**src/rtl/sdram_burst_colgen.sv**
```systemverilog
module sdram_burst_colgen #(
  parameter int COL_W  = 8,
  parameter int CODE_W = 3
) (
  input  logic              clk,
  input  logic              rst_n,
  input  logic              load,
  input  logic [COL_W-1:0]  start_col,
  input  logic [CODE_W-1:0] burst_code,
  input  logic              interleave,
  input  logic              advance,
  input  logic              stop,
  output logic [COL_W-1:0]  col,
  output logic              col_valid,
  output logic              last_beat
);

  localparam logic [CODE_W-1:0] CODE_FULL = {CODE_W{1'b1}};

  logic             act_q, full_q, ilv_q;
  logic [COL_W-1:0] start_q, beat_q, mask_q;
  logic [COL_W-1:0] mask_d;
  logic             full_d;

  always_comb begin
    full_d = 1'b0;
    case (burst_code)
      CODE_W'(0): mask_d = COL_W'(0);
      CODE_W'(1): mask_d = COL_W'(1);
      CODE_W'(2): mask_d = COL_W'(3);
      CODE_W'(3): mask_d = COL_W'(7);
      CODE_FULL: begin
        mask_d = {COL_W{1'b1}};
        full_d = 1'b1;
      end
      default:    mask_d = COL_W'(0);
    endcase
  end

  assign last_beat = act_q && !full_q && (beat_q == mask_q);

  always_ff @(posedge clk or negedge rst_n) begin
    if (!rst_n) begin
      act_q   <= 1'b0;
      full_q  <= 1'b0;
      ilv_q   <= 1'b0;
      start_q <= '0;
      beat_q  <= '0;
      mask_q  <= '0;
    end else if (load) begin
      act_q   <= 1'b1;
      full_q  <= full_d;
      ilv_q   <= interleave;
      start_q <= start_col;
      beat_q  <= '0;
      mask_q  <= mask_d;
    end else if (stop) begin
      act_q <= 1'b0;
    end else if (act_q && advance) begin
      if (last_beat) act_q <= 1'b0;
      else           beat_q <= beat_q + COL_W'(1);
    end
  end

  logic [COL_W-1:0] offs;
  assign offs = (ilv_q && !full_q) ? (start_q ^ beat_q) : (start_q + beat_q);
  assign col       = (start_q & ~mask_q) | (offs & mask_q);
  assign col_valid = act_q;

  AST_LOAD_STARTS: assert property (@(posedge clk) disable iff (!rst_n)
    load |=> col_valid && col == $past(start_col));
  AST_STOP_ENDS: assert property (@(posedge clk) disable iff (!rst_n)
    stop && !load |=> !col_valid);
  AST_LAST_ENDS: assert property (@(posedge clk) disable iff (!rst_n)
    last_beat && advance && !load && !stop |=> !col_valid);
  AST_HOLD: assert property (@(posedge clk) disable iff (!rst_n)
    col_valid && !advance && !load && !stop |=> col_valid && $stable(col));
  AST_IDLE_STAYS: assert property (@(posedge clk) disable iff (!rst_n)
    !col_valid && !load |=> !col_valid);
  AST_FULL_STEP: assert property (@(posedge clk) disable iff (!rst_n)
    full_q && col_valid && advance && !load && !stop |=> col_valid && col == $past(col) + COL_W'(1));
  AST_LAST_ONLY_FIXED: assert property (@(posedge clk) disable iff (!rst_n)
    last_beat |-> col_valid && !full_q);

endmodule

```
**config.mk**
```make
export PLATFORM = sky130hd
export DESIGN_NAME = sdram_burst_colgen
export DESIGN_NICKNAME = d
export VERILOG_FILES = /design/src/rtl/sdram_burst_colgen.sv
export SDC_FILE = /design/constraint.sdc
export NUM_CORES = 1
export LEC_CHECK = 0
export ABC_AREA = 0
export BUFFER_PORTS_ARGS = -buffer_cell sky130_fd_sc_hd__buf_4
export CAP_MARGIN = 20
export CORE_ASPECT_RATIO = 0.7
export CORE_MARGIN = 3
export CORE_UTILIZATION = 32
export CTS_CLUSTER_DIAMETER = 150
export DETAILED_ROUTE_END_ITERATION = 6
export HOLD_SLACK_MARGIN = 0.02
export PLACE_DENSITY_LB_ADDON = 0.2
export RECOVER_POWER = 25
export REMOVE_ABC_BUFFERS = 1
export SYNTH_ARGS = -nofsm -noshare
export SYNTH_HDL_FRONTEND = slang
export SYNTH_SLANG_ARGS = --single-unit
```
**constraint.sdc**
```tcl
create_clock -name clk -period 2.4 [get_ports clk]
set_clock_uncertainty 0.15 [all_clocks]
set_input_delay 0 -clock clk [delete_from_list [all_inputs] [get_ports clk]]
set_output_delay 0 -clock clk [all_outputs]
set_load 0.03 [all_outputs]
```
==> results of run 1 <==
==> cell families after synthesis <==
group                      synth area share (%)
AOI/OAI and AO/OA                          13.4
muxes                                      8.80
buffers and inverters                      4.13
adders and majority gates                  8.62
DFF                                        39.5
xor gates and xnor gates                   8.17
and+or+nand+nor                            17.4
==> sequential cells by signal (all words and copies together) (netlist names) <==
signal     cells
col_valid      1
mask_q         4
ilv_q          1
beat_q         8
start_q        8
==> layer usage <==
metal | share of wire (%) | up-vias
li1 | - | 649
met1 | 50 | 590
met2 | 44 | 30
met3 | 5.3 | 2
met4 | 0.49 | 0
met5 | 0 | -
==> cells in the mapped netlist, types with 2 or more instances <==
master | instances | area share [%]
inv_1 | 11 | 3.0
and3_1 | 2 | 0.90
nor2b_1 | 2 | 0.90
nand2_1 | 13 | 3.5
clkbuf_1 | 3 | 0.81
nand3_1 | 5 | 1.8
xor2_1 | 8 | 5.0
dfrtp_1 | 22 | 39
a21oi_1 | 4 | 1.4
nand4_1 | 5 | 2.2
or3_1 | 2 | 0.90
mux2_2 | 10 | 8.1
o21ai_0 | 11 | 3.9
nor3_1 | 3 | 1.1
nor2_1 | 15 | 4.0
xnor2_1 | 5 | 3.1
o211ai_1 | 2 | 1.1
ha_1 | 8 | 7.2
==> final timing paths <==
path,end,startpoint,slack (ps),cells past startpoint
max in group asynchronous,mask_q[2],rst_n,950,4
min in group asynchronous,beat_q[7],rst_n,660,3
max,col[5],beat_q[1],100,8
max reg2reg,col_valid,beat_q[1],100,8
min reg2reg,ilv_q,ilv_q,360,1
min,beat_q[3],advance,210,5
==> metrics by stage <==
stage	power (W)	hold WS [ps]
after floorplan	0.000565	-446
after global placement	0.000658	-238
after detailed placement	0.000665	-238
after CTS	0.000983	208
after global routing	0.00104	256
final	0.000988	212
==> worst max-delay path: stages, from the launching register on <==
cell and delay (ps):
dfrtp_2 430, ha_4 260, a211oi_4 230, buf_4 160
o21ai_0 90, a21oi_1 190, xnor2_1 90, mux2_2 270
buf_4 170
==> report_power, final <==
group	switching (W)	internal (W)	total, W
Combinational	0.000150	0.000148	0.000298
Sequential	0.0000279	0.000394	0.000422
Clock	0.000121	0.000146	0.000268
==> timing repair <==
item	CTS	global route
setup buffers	4	1
hold buffers	22	0
gates resized for setup	10	16
endpoints found under the setup margin	2	4
pin swaps	2	10
hold endpoints to repair	44	0
==> cell type report <==
cell class | count | area (sq um) | share of cell area, %
Multi-Input combinational cell | 113 | 892 | 42.6
Sequential cell | 22 | 556 | 26.6
Timing Repair Buffer | 56 | 483 | 23.1
Tap cell | 52 | 65.1 | 3.11
Clock buffer | 4 | 55.1 | 2.63
Inverter | 11 | 41.3 | 1.97
==> results, run 1 <==
- Global routing used 18.8% of the available met1 tracks.
- The first-pass GRT wire length is 5620 um.
- The worst path meets setup with 95.3 ps of slack.
- Along the worst path, the maximum fanout reaches 3.
- The number of failing hold endpoints at the final stage is 0.
- The worst setup path is of the flop to output pin kind.
- Each instance of the synthesized netlist takes up on average 9.29 sq um.
- At the end of routability-driven placement, the weighted congestion stood at 0.883.
- In this run, CTS created clock tree buffers numbering 3.
- The first detailed-routing pass ran for 6 iterations.
- In this run the number of H-tree levels came out at 1.
- Across every metal layer, demand over resource in global routing totals 13.7%.
- The post-route netlist has 33.0% of its cells at a drive strength greater than 1.
- The fmax is 434 MHz.
- The number of antenna violations at the first check in global routing is 0.
- The count of vias placed by the detailed router is 1271.
- The tool flagged a number of max-cap violations equal to 0.
- The post-layout minimum cycle time is 2300 ps.
- For this run, the leading register cell type out of synthesis is dfrtp_1.
- The type of the most critical hold path is input pin to flop.
- In the layout the commonest cells are 30 x buf_4, 22 x dlygate4sd3_1, 18 x dfrtp_1.
- The initial core utilization is 34.3%.
- The number of DRC violations after detailed-routing iteration 0 is 42.
- The worst slack at placement is 149 ps.
- The maximum root-to-sink buffer count is 2.
- The die boundary width is 84.9 um.
- The non-filler instance count after layout is 258.
- At the pin with the least slew margin, the transition time is 578 ps.
- Synthesis handed over a netlist of 150 instances.
- The library cell used most frequently in the layout, excluding fill and tap cells, is buf_4.
- The element type at the critical path start is a flop.
- The post-synthesis to final-layout area growth is 50.1%.
- The number of enable flip-flop cells after synthesis is 0.
- Once detail routing completed, the nets flagged for antenna violations numbered 0.
- The die is 61.2 um tall.
- After legalization and detailed placement, the total HPWL measured 2400 um.
- Setup violations remaining at the end of the flow were counted as 0.
- TritonCTS built the clock tree.
- Global routing consumed, on the met2 layer, 22.4% of the routing resources.
- The insertion delay to the later sink of the worst-skew pair is 260 ps.
- The Yosys step of the flow raised 0 warnings.
- The required time of the critical path is 2250 ps.
- In this run the standard cell core region covers 4070 sq um.
- The total number of clock tree sinks is 22.
- The worst-case IR drop observed on VDD is 0.000239 V.
- The layout has 357 filler cells.
- The total leakage power is 0.926 nW.
- The global routing met3 resource utilization is 3.61%.
- The pin count of the biggest net entering global routing is 28.
- The I/O pin count is 27.
- After synthesis, flip-flops and latches occupy 39.5% of the total area.
- The net total in the final layout is 233.
- The tree is rooted in a clkbuf_8.
- The remaining routing DRC violations is 0.
- Of all flip-flops after synthesis, the portion carrying an async set or reset was 100%.
- The number of global-route vias before repair is 1198.
- Yosys mapped the design onto 37 distinct sky130hd cell types.
- The utilization after layout is 51.5%.
- The sum of routed wire length over all layers is 3450 um.
- The power per cell area is 472 nW/um^2.
- The worst-case headroom to the max-slew limit is 61.3%.
- The floorplan row count is 19.
- The synthesized design contains 22 register bits.
- The arrival time at the worst endpoint is 2150 ps.
- The layer carrying the most global-route usage is met2.
- After clock tree synthesis, the clock-pin slew on the worst setup and hold paths is 80 ps.
- The kind of end point of the critical path is an output pin.
- The residual overflow from global routing is 0.
- The run finished with clean final reports.
- Summing every instance area after synthesis gives 1390 sq um.
- The count of buffers added on input and output ports is 26.
- The number of placed cells counting well taps is 226.
- The instance area after placement is 1650 sq um.
- In the final routed layout, each cell accounts on average for 13.4 um.
- The post-route standard cell area excluding fillers is 2090 sq um.
- The floorplan die area is 5200 sq um.
- The detail-routed via count per cell is 4.93.
- The antenna cell count is 0.
- The final sum of negative setup slack is 0 ps.
- The final critical path takes up 96.0% of the cycle.
- The total count of max-transition violations in the final report is 0.
Power figures use the tool's default switching activity.
==> inputs of run 2 (changes only) <==
--- a/config.mk
+++ b/config.mk
@@ -5,13 +5,14 @@
 export SDC_FILE = /design/constraint.sdc
 export NUM_CORES = 1
 export LEC_CHECK = 0
-export ABC_AREA = 0
+export ABC_AREA = 1
 export BUFFER_PORTS_ARGS = -buffer_cell sky130_fd_sc_hd__buf_4
 export CAP_MARGIN = 20
 export CORE_ASPECT_RATIO = 0.7
 export CORE_MARGIN = 3
-export CORE_UTILIZATION = 32
+export CORE_UTILIZATION = 40
 export CTS_CLUSTER_DIAMETER = 150
+export CTS_CLUSTER_SIZE = 24
 export DETAILED_ROUTE_END_ITERATION = 6
 export HOLD_SLACK_MARGIN = 0.02
 export PLACE_DENSITY_LB_ADDON = 0.2
==> results, run 2 <==
- The final sum of negative setup slack is 0 ps (unchanged).
- The kind of end point of the critical path was an output pin (unchanged).
- The arrival time at the worst endpoint is 2040 ps (was 2150 ps).
- The die boundary width is 80.5 um (was 84.9 um).
- The library cell occupying the most area in the post-synthesis netlist is dfrtp_1 (unchanged).
- The number of unique standard cell types used by synthesis is 29 (was 37).
- The post-synthesis register bit count is 22 (unchanged).
- The maximum net fanout on the critical path is 6 (was 3).
- The number of clock buffers inserted by TritonCTS is 3 (unchanged).
- The required time of the critical path is 2250 ps (about the same).
- The number of DRC violations after detailed-routing iteration 0 came to 76 (was 42).
- The worst slack at placement is 502 ps (was 149 ps).
- The net total in the final layout came to 310 (was 233).
- The global-route usage over all layers came to 18.3% (was 13.7%).
- The half-perimeter wire length after placement is 2590 um (was 2400 um).
- The floorplan die area came to 4680 sq um (was 5200 sq um).
- The total count of max-transition violations in the final report was 0 (unchanged).
- The number of inserted filler cells in the final layout came to 335 (was 357).
- The element type at the critical path start is a flop (unchanged).
- The number of maximum-capacitance violations is 0 (unchanged).
- The clock-pin slew of the registers on the worst-case setup and hold paths is 90 ps (was 80 ps).
- The instance area after placement was 1770 sq um (was 1650 sq um).
- The vertical die dimension came to 58.2 um (was 61.2 um).
- The slack of the worst reg-to-reg path is 290 ps (was 100 ps).
- The number of enable flip-flop cells after synthesis came to 0 (unchanged).
- The total number of clock tree sinks is 22 (unchanged).
- The post-detailed-route wirelength per cell came to 11.8 um (was 13.4 um).
- The remaining routing DRC violations is 0 (unchanged).
- The initial core utilization came to 42.9% (was 34.3%).
- The residual overflow from global routing is 0 (unchanged).
- The number of buffers and inverters on the critical path was 3 (was 2).
- The synthesized area per cell is 7.07 sq um (was 9.29 sq um).
- The type of the most critical hold path is flop to flop (was input pin to flop).
- Cell breakdown of the critical path: ha_1 -> inv_1 -> fa_1 -> inv_1 -> nand4_1 -> nand3_1 -> nand2_1 -> nand3_1 -> nand2_1 -> buf_4 (was ha_4 -> a211oi_4 -> buf_4 -> o21ai_0 -> a21oi_1 -> xnor2_1 -> mux2_2 -> buf_4).
- The global placement routability congestion is 0.842 (was 0.883).
- The synthesized netlist cell count was 220 (was 150).
- The number of failing hold endpoints at the final stage is 0 (unchanged).
- The number of iterations in the first detailed-routing pass is 4 (was 6).
- The share of layout cells above drive strength 1 is 14.1% (was 33.0%).
- The fmax is 456 MHz (was 434 MHz).
- The area share of the largest cell type after synthesis was 35.4% (was 39.5%).
- The first-pass GRT wire length is 6730 um (was 5620 um).
- The post-layout worst setup margin came to 207 ps (was 95.3 ps).
- The proportion of register bits with asynchronous set or reset after synthesis is 100% (unchanged).
- The I/O pin count is 27 (unchanged).
- The sum of routed wire length over all layers is 3940 um (was 3450 um).
- The power per cell area is 458 nW/um^2 (was 472 nW/um^2).
- The largest incremental delay on the critical path is 450 ps (was 430 ps).
- The part of the Yosys area used for sequential elements is 35.4% (was 39.5%).
- The most common cell after layout, fill and taps aside was nand2_1 (was buf_4).
- The worst ir drop on vdd came to 0.000339 V (was 0.000239 V).
- Setup repair after global routing left no endpoint under its margin.
- Run status: finished clean (unchanged).
- The primary flip-flop cell chosen by synthesis mapping is dfrtp_1 (unchanged).
- The core region area is 3630 sq um (was 4070 sq um).
- The final setup violation count is 0 (unchanged).
- Leading registers by flop count: beat_q x8, start_q x8, mask_q x4 (unchanged).
- The number of I/O port buffers came to 26 (unchanged).
- The post-synthesis to final-layout area growth was 41.4% (was 50.1%).
- The family of cells with the greatest summed delay on the critical path is adder cells (was compound AO/OA/AOI/OAI gates).
- The root buffer selected by CTS is clkbuf_8 (unchanged).
- The insertion delay to the later sink of the worst-skew pair is 270 ps (was 260 ps).
- Cells taking the most area after synthesis: dfrtp_1 35%, nand2_1 18%, inv_1 6.5% (was dfrtp_1 39%, mux2_2 8.1%, ha_1 7.2%).
- The count of vias placed by the detailed router is 1586 (was 1271).
- The post-synth design cell area is 1560 sq um (was 1390 sq um).
- The post-layout minimum cycle time is 2190 ps (was 2300 ps).
- Top cell types by occurrence after synthesis: 73 x nand2_1, 27 x inv_1, 22 x dfrtp_1 (was 22 x dfrtp_1, 15 x nor2_1, 13 x nand2_1).
- The critical path class was flop to output pin (unchanged).
- The most frequent cell after synthesis is nand2_1 (was dfrtp_1).
- The post-route standard cell area excluding fillers is 2200 sq um (was 2090 sq um).
- The CTS tree is done (unchanged).
- The antenna cell count is 0 (unchanged).
- Most frequent cells in the layout: 73 x nand2_1, 37 x dlygate4sd3_1, 27 x inv_1 (was 30 x buf_4, 22 x dlygate4sd3_1, 18 x dfrtp_1).
- The maximum root-to-sink buffer count is 2 (unchanged).
- The floorplan row count is 18 (was 19).
- The post-CTS setup buffer count was 0 (was 4).
- The detail-routed via count per cell is 4.76 (was 4.93).
- The number of warning messages in the yosys log was 0 (unchanged).
- The measured slew at the worst slew-check pin was 760 ps (was 578 ps).
- The number of global-route vias before repair is 1421 (was 1198).
- The final clock period utilization by the worst path is 91.4% (was 96.0%).
- The maximum level of the CTS H-tree is 1 (unchanged).
- The total leakage power was 1.14 nW (was 0.926 nW).
- The number of antenna violations at the first check in global routing is 0 (unchanged).
- The master of the slowest instance on the critical path is dfrtp_1 (was dfrtp_2).
- The pin count of the biggest net entering global routing is 28 (unchanged).
- The number of nets with antenna violations after routing is 0 (unchanged).
- The worst-case headroom to the max-slew limit was 49.3% (was 61.3%).
## run 2: worst min-delay path, delay by kind of cell (launching register included)
family / cells / cell delay (ps)
AND/OR/NAND/NOR: 2 / 110
flip-flops: 1 / 390
## run 2: final timing paths
path                       cells after the start    endpoint  startpoint
setup / recovery                              10      col[6]   beat_q[0]
hold / removal                                 2  start_q[6]  start_q[6]
setup reg to reg                               7   col_valid   mask_q[6]
hold reg to reg                                2  start_q[6]  start_q[6]
max in group asynchronous                      4   beat_q[4]       rst_n
min in group asynchronous                      3  start_q[0]       rst_n
## run 2: through the flow
stage                     hold WS [ps]  utilization (%)  instances  power [W]
after detailed placement          -237             48.8        291   0.000681
after CTS                          373             60.5        332    0.00101
after global placement            -237             48.8        291   0.000680
after floorplan                   -446                -        215   0.000580
final                              370             60.6        333    0.00101
after global routing               399             60.6        333    0.00107
## run 2: metal layers
layer	wire length, um	track usage, %	share of wire [%]
met1	2030	27.5	51
met2	1700	28.3	43
met4	18	2.17	0.46
met5	0	0	0
met3	195	3.26	4.9
## run 2: cell families (layout without fill, tap and decap cells)
group                    count (synthesis)  in the layout  synth area share (%)
XOR/XNOR                                 5              5                  2.82
buffers and inverters                   35             98                  10.2
adder cells (fa/ha/maj)                  9              9                  7.72
flip-flops                              22             22                  35.4
AND/OR/NAND/NOR                        122            122                  35.0
AO/OA/AOI/OAI                           27             27                  8.85
## run 2: power by group
group / switching (W) / internal, W / leakage [nW]
Sequential: 0.0000268 / 0.000395 / 0.281
Clock: 0.000130 / 0.000147 / 0.0288
Combinational: 0.000168 / 0.000141 / 0.829
Total: 0.000325 / 0.000682 / 1.14
## run 2: area by class of cell
cell class	instances	area [sq um]	area share, %
repair buffers	64	566	25.7
clock buffers	4	55.1	2.50
multi-input cells	163	846	38.5
inverters	30	119	5.41
well taps	50	62.6	2.85
flip-flops and latches	22	551	25.0
## run 2: what timing repair did
| action | CTS | global route |
|---|---|---|
| endpoints found under the setup margin | 0 | 1 |
| hold buffers | 37 | 0 |
| resized for setup | 0 | 1 |
| endpoints found under the hold margin | 40 | 0 |
